**src/rtl/busaddr_pkg.sv**
```systemverilog
package busaddr_pkg;

    // Width of the multiplexed address/data bus
    localparam int DAL_W   = 22;
    // RAM word address covers bits 19:1
    localparam int WADDR_W = 19;
    // Bank select field sits directly above the word address
    localparam int BSEL_LO = WADDR_W + 1;
    localparam int BSEL_W  = DAL_W - BSEL_LO;
    localparam int BANK_N  = 1 << BSEL_W;

    // Captured cycle state
    typedef struct packed {
        logic             mem_ok;   // 1: memory access, 0: I/O page or nothing captured
        logic [DAL_W-1:0] addr;
    } cap_t;

    // Registered decoder outputs
    typedef struct packed {
        logic [WADDR_W-1:0] waddr;
        logic [BANK_N-1:0]  bank;
        logic [BANK_N-1:0]  lo;
        logic [BANK_N-1:0]  hi;
    } dec_t;

endpackage

```
**src/rtl/busaddr_sync_edge.sv**
```systemverilog
module busaddr_sync_edge #(
    parameter int STAGES = 2
) (
    input  logic clk_i,
    input  logic rst_i,
    input  logic async_i,
    output logic rise_o
);

    // STAGES synchroniser flops plus one flop holding the previous stable value
    localparam int CHAIN_W = STAGES + 1;

    logic [CHAIN_W-1:0] chain_d, chain_q;

    always_comb begin
        chain_d = {chain_q[CHAIN_W-2:0], async_i};
    end

    always_ff @(posedge clk_i or posedge rst_i) begin
        if (rst_i) begin
            chain_q <= '0;
        end else begin
            chain_q <= chain_d;
        end
    end

    // One-cycle strobe on a low-to-high transition of the synchronised level
    assign rise_o = chain_q[STAGES-1] & ~chain_q[STAGES];

endmodule

```
**src/rtl/busaddr_capture.sv**
```systemverilog
module busaddr_capture
    import busaddr_pkg::*;
#(
    parameter int ADDR_W = 22
) (
    input  logic             clk_i,
    input  logic             rst_i,
    input  logic             stb_i,
    input  logic [DAL_W-1:0] dal_i,
    input  logic             iopage_i,
    output cap_t             cap_o
);

    logic [DAL_W-1:0] dal_m;

    // Lines above the configured width are tied low for narrow systems
    generate
        for (genvar i = 0; i < DAL_W; i++) begin : g_mask
            if (i < ADDR_W) begin : g_keep
                assign dal_m[i] = dal_i[i];
            end else begin : g_zero
                assign dal_m[i] = 1'b0;
            end
        end
    endgenerate

    cap_t cap_d, cap_q;

    always_comb begin
        cap_d = cap_q;
        if (stb_i) begin
            cap_d.addr   = dal_m;
            cap_d.mem_ok = ~iopage_i;
        end
    end

    always_ff @(posedge clk_i or posedge rst_i) begin
        if (rst_i) begin
            cap_q <= '0;
        end else begin
            cap_q <= cap_d;
        end
    end

    assign cap_o = cap_q;

endmodule

```
**src/rtl/busaddr_select.sv**
```systemverilog
module busaddr_select
    import busaddr_pkg::*;
(
    input  logic clk_i,
    input  logic rst_i,
    input  cap_t cap_i,
    input  logic wtbt_i,
    output dec_t dec_o
);

    logic [BSEL_W-1:0] bsel;
    logic              lane_lo_ok;
    logic              lane_hi_ok;
    dec_t              dec_d, dec_q;

    assign bsel = cap_i.addr[DAL_W-1:BSEL_LO];

    // Full-word access opens both lanes; a byte write opens the lane picked by bit 0
    assign lane_lo_ok = ~wtbt_i | ~cap_i.addr[0];
    assign lane_hi_ok = ~wtbt_i |  cap_i.addr[0];

    always_comb begin
        dec_d       = '0;
        dec_d.waddr = cap_i.addr[WADDR_W:1];
        for (int b = 0; b < BANK_N; b++) begin
            dec_d.bank[b] = cap_i.mem_ok && (bsel == BSEL_W'(b));
        end
        dec_d.lo = dec_d.bank & {BANK_N{lane_lo_ok}};
        dec_d.hi = dec_d.bank & {BANK_N{lane_hi_ok}};
    end

    always_ff @(posedge clk_i or posedge rst_i) begin
        if (rst_i) begin
            dec_q <= '0;
        end else begin
            dec_q <= dec_d;
        end
    end

    assign dec_o = dec_q;

endmodule

```
**src/rtl/busaddr_dec.sv**
```systemverilog
module busaddr_dec
    import busaddr_pkg::*;
#(
    parameter int ADDR_W      = 22,
    parameter int SYNC_STAGES = 2
) (
    input  logic               clk_i,
    input  logic               binit_i,
    input  logic               sync_i,
    input  logic [DAL_W-1:0]   dal_i,
    input  logic               iopage_i,
    input  logic               wtbt_i,
    output logic [WADDR_W-1:0] ram_addr_o,
    output logic [BANK_N-1:0]  bank_en_o,
    output logic [BANK_N-1:0]  lo_en_o,
    output logic [BANK_N-1:0]  hi_en_o
);

    logic cap_stb;
    cap_t cap;
    dec_t dec;

    busaddr_sync_edge #(
        .STAGES (SYNC_STAGES)
    ) u_sync (
        .clk_i   (clk_i),
        .rst_i   (binit_i),
        .async_i (sync_i),
        .rise_o  (cap_stb)
    );

    busaddr_capture #(
        .ADDR_W (ADDR_W)
    ) u_cap (
        .clk_i    (clk_i),
        .rst_i    (binit_i),
        .stb_i    (cap_stb),
        .dal_i    (dal_i),
        .iopage_i (iopage_i),
        .cap_o    (cap)
    );

    busaddr_select u_sel (
        .clk_i  (clk_i),
        .rst_i  (binit_i),
        .cap_i  (cap),
        .wtbt_i (wtbt_i),
        .dec_o  (dec)
    );

    assign ram_addr_o = dec.waddr;
    assign bank_en_o  = dec.bank;
    assign lo_en_o    = dec.lo;
    assign hi_en_o    = dec.hi;

endmodule

```
**config.mk**
```make
export PLATFORM = sky130hd
export DESIGN_NAME = busaddr_dec
export DESIGN_NICKNAME = d
export VERILOG_FILES = /design/src/rtl/busaddr_pkg.sv /design/src/rtl/busaddr_sync_edge.sv /design/src/rtl/busaddr_capture.sv /design/src/rtl/busaddr_select.sv /design/src/rtl/busaddr_dec.sv
export SDC_FILE = /design/constraint.sdc
export NUM_CORES = 1
export LEC_CHECK = 0
export BUFFER_PORTS_ARGS = -buffer_cell sky130_fd_sc_hd__buf_2
export CORE_MARGIN = 5
export CORE_UTILIZATION = 35
export CTS_CLUSTER_SIZE = 20
export DETAILED_ROUTE_END_ITERATION = 10
export SLEW_MARGIN = 20
export SYNTH_ARGS = -nofsm -noshare
export SYNTH_HDL_FRONTEND = slang
export SYNTH_SLANG_ARGS = --single-unit
```
**constraint.sdc**
```tcl
create_clock -name clk_i -period 2.4 [get_ports clk_i]
set_clock_uncertainty 0.15 [all_clocks]
set_input_delay 0.6 -clock clk_i [delete_from_list [all_inputs] [get_ports clk_i]]
set_output_delay 0.6 -clock clk_i [all_outputs]
set_load 0.1 [all_outputs]
```
# == After elaboration in Yosys (flattened, before gate mapping) ==
# Cells that the tools add are included.
# classes
n_reduce_logical,5
n_eq_ne,3
n_bitwise,9
# ops
operator,n
$and A4 B4 Y4,2
$eq A2 B2 Y1 const B,2
$logic_and A1 B1 Y1,4
$not A1 Y1,4
$eq A2 B1 Y1 const B,1
$logic_not A2 Y1,1
$or A1 B1 Y1,2
$and A1 B1 Y1,1
# word_totals
elab_cells,24
output_inout_bits,31
inputBits,27
ff_bits,57

# == Depth between registers and ports, before layout ==
# logic_depth
word_depth,3
mapped_depth,4
mapped_depth_nobuf,2

# == Hierarchy ==
# Synthesis repeated with hierarchy kept, for this count alone.
# unflattened
cells_unflattened,104
hier_area_um2,1824.2
# modules_own_cells
mod,area_each_um2,seq_area_each_um2,cells_each,n_inst
busaddr_select,868.3,775.7,49,1
busaddr_capture,863.3,575.6,50,1
busaddr_sync_edge,92.6,75.1,5,1

# == Worst setup path after synthesis ==
# Ideal clock, no wire load.
# synth_path
path_kind,register to output
from,"reg u_sel.dec_q, in the netlist u_sel.dec_o[8]"
to,out bank_en_o[0]
t_arrival_ns,0.883
setup_slack_ns,0.767
t_required_ns,1.650
path_stages_with_launch,1
cell_sequence,dfrtp_1
# synth_lines
item,line_no,rtl
from (decl),busaddr_select.sv:14,"dec_t dec_d, dec_q;"
from (signal assigned),busaddr_select.sv:34,dec_q <= '0;
from (signal assigned),busaddr_select.sv:36,dec_q <= dec_d;
to (decl),busaddr_dec.sv:14,"output logic [BANK_N-1:0] bank_en_o,"
# No word-level cell between the ends.

# == Final worst setup path ==
# layout_path
from,"reg u_sel.dec_q, in the netlist u_sel.dec_o[29]"
to,out ram_addr_o[17]
# layout_lines
item,line_no,rtl
to (decl),busaddr_dec.sv:13,"output logic [WADDR_W-1:0] ram_addr_o,"
# No word-level cell between the ends.

==> flow_summary.ini <==
[setup_path]
max_stage_delay_ps = 420
reg2regPathDepth = 3
slowest_stage = buf_2
crit_family = buffers and inverters
cp_data_arrival_time_ps = 1080
critPathMaxFanout = 1
reg2reg_slack_ps = 810
path_buf_inv = 1
cp.depth = 1
cp.required_ps = 1650
worst-setup-path-type = flip-flop to primary output
worstReg2RegEnd = u_cap.cap_o[14]$_DFFE_PP0P_
r2r-start = u_sync.chain_q[2]$_DFF_PP0_
end_kind = primary output
crit_chain = buf_2
crit_path_start_kind = flip-flop

[synthesis]
synth_cell_type_count = 14
ys_ff_latch = 57
synthCells = 103
synth_ff_type = dfrtp_1
post-synth-top-count-cell = dfrtp_1
netlist_area_um2 = 1913
synth.top_cell.area_share_pct = 74.56
yosys.area.top_type = dfrtp_1
synthTopCellsByArea = dfrtp_1 (75%), mux2_4 (15%), buf_12 (2.1%)
async_reset_ff_share_pct = 100.0
synth_edf_count = 0
ys_warn_count = 0
synth_common_cells = dfrtp_1 (57), mux2_4 (19), inv_1 (6), a21oi_1 (4), nor2_1 (4)
seq_area_frac_synth_pct = 74.56
syn_avg_cell_area_um2 = 18.57
synth_fp_nets = 130

[clock_network]
post_cts_resized = 0
postCtsSetupBuffers = 0
clock_latency_ps = 320
clockBufferDepth = 2
cts_sinks = 57
h-tree-depth = 3
clkTransAtPathRegs_ps = 70
clockRootBuffer = clkbuf_8
cts_hold_buf = 0
cts_buffers = 9
cts_tree = built

[floorplan]
core_area_um2 = 5405
rows = 27
pin_count = 58
start_util_pct = 35.39
die_h_um = 83.93
fp.dieW_um = 83.93
dieArea_um2 = 7044

[global_routing]
grt_pass1_vias = 1176
grtUsageTotal_pct = 10.69
antenna_found_initial = 0
grt_start_max_net_pins = 58
gr-total-overflow = 0
grt_pass1_wl_mm = 5.754

[sta]
tns_ps = 0
worstMarginPinSlew_ps = 492.7
hold_viol_final = 0
max_slew_margin_pct = 67.38
fmax_ghz = 0.5464
slew_violations = 0
finalCritPeriodShare_pct = 76.25
finalSetupViolCount = 0
rsz0062_at_grt = no
post-route-min-period_ps = 1830

[routing]
ant_nets = 0
via_count = 1004
vias_per_cell = 4.065
routed_wirelength_mm = 3.299
drt_iter0_markers = 31
drc = 0
wl_per_cell_um = 13.36
first_pass_iters = 3

[layout]
final_area_um2 = 2516
final_net_count = 197
syn_to_final_growth_pct = 31.52
drive_above_1_share_pct = 56.57
fillers = 504
diodes = 0

[status]
status = finished, final reports clean

[place]
place.port_buffers = 57
gp_congestion = 0.7218
post_dp_cell_area_um2 = 2277
dp_hpwl_mm = 2.361

[power_and_ir_drop]
peakVddDrop_mv = 0.6116
power_mw = 2.926
power_density_nw_per_um2 = 1163
leakage_nw = 1.308

[worst_hold_path]
hold_class = input port to asynchronous set/reset pin

[flow_run]
drv_cap = 0
-- per-stage QoR --
step / hold slack, ps / worst slack, ps / instances / util (%)
floorplan: 181.2 / 250.4 / 103 / -
global placement: 200.5 / 826.9 / 231 / 42.13
detailed placement: 211.4 / 787.1 / 231 / 42.13
CTS: 174.5 / 540.1 / 247 / 46.55
global route: 190.3 / 504.3 / 247 / 46.55
finish: 177.4 / 570.0 / 247 / 46.55
-- worst max-delay path by stage --
stage	start	endpoint
6_report	u_sel.dec_o[29]$_DFF_PP0_	ram_addr_o[17]
5_1_grt	u_sel.dec_o[20]$_DFF_PP0_	ram_addr_o[8]
4_1_cts	u_sel.dec_o[29]$_DFF_PP0_	ram_addr_o[17]
3_5_place_dp	u_sync.chain_q[2]$_DFF_PP0_	u_cap.cap_o[12]$_DFFE_PP0P_
3_3_place_gp	u_sync.chain_q[2]$_DFF_PP0_	u_cap.cap_o[13]$_DFFE_PP0P_
2_1_floorplan	binit_i	u_cap.cap_o[0]$_DFFE_PP0P_
-- cell usage in the layout (no fill, tap or decap), drive strengths merged --
master   n
buf     59
bufinv   2
a21oi    4
mux2    22
inv      6
nand3    1
nor2b    2
mux2i    1
or3b     1
nand3b   2
clkinv   2
nor2     4
dfrtp   57
clkbuf  12
-- layout make-up --
type	instances	area [um^2]	share of cell area, %
repair buffers	59	325.3	12.93
well taps	72	90.09	3.580
inverters	6	22.52	0.8951
flip-flops and latches	57	1426	56.69
clock inverters	4	73.82	2.934
clock buffers	12	165.2	6.564
multi-input cells	37	412.9	16.41
-- kinds of logic after synthesis --
kind of cell / Yosys count / synth area share [%]
compound gates: 4 / 1.046
mux: 23 / 17.20
simple gates: 10 / 3.335
buf+inv: 9 / 3.859
flops: 57 / 74.56
-- sequential cells by signal (all words and copies together), names as in the netlist --
name and count:
u_cap.cap_o 23, u_sel.dec_o 31, u_sync.chain_q 3
-- power by group --
part           internal (mW)  total [mW]  switching, mW  leakage (nW)
clock                  0.669        1.03          0.358         0.123
combinational          0.151       0.755          0.604         0.495
sequential              1.09        1.14         0.0562         0.689
total                   1.91        2.93           1.02          1.31
-- routing by layer --
layer / wire length (um) / vias to the layer above / track usage [%]
met4: 26 / 0 / 4.386
met2: 1576 / 41 / 15.98
met5: 0 / - / 0
li1: - / 472 / -
met3: 297 / 4 / 6.614
met1: 1398 / 487 / 12.31
No activity file was read; power rests on OpenSTA's default activity.
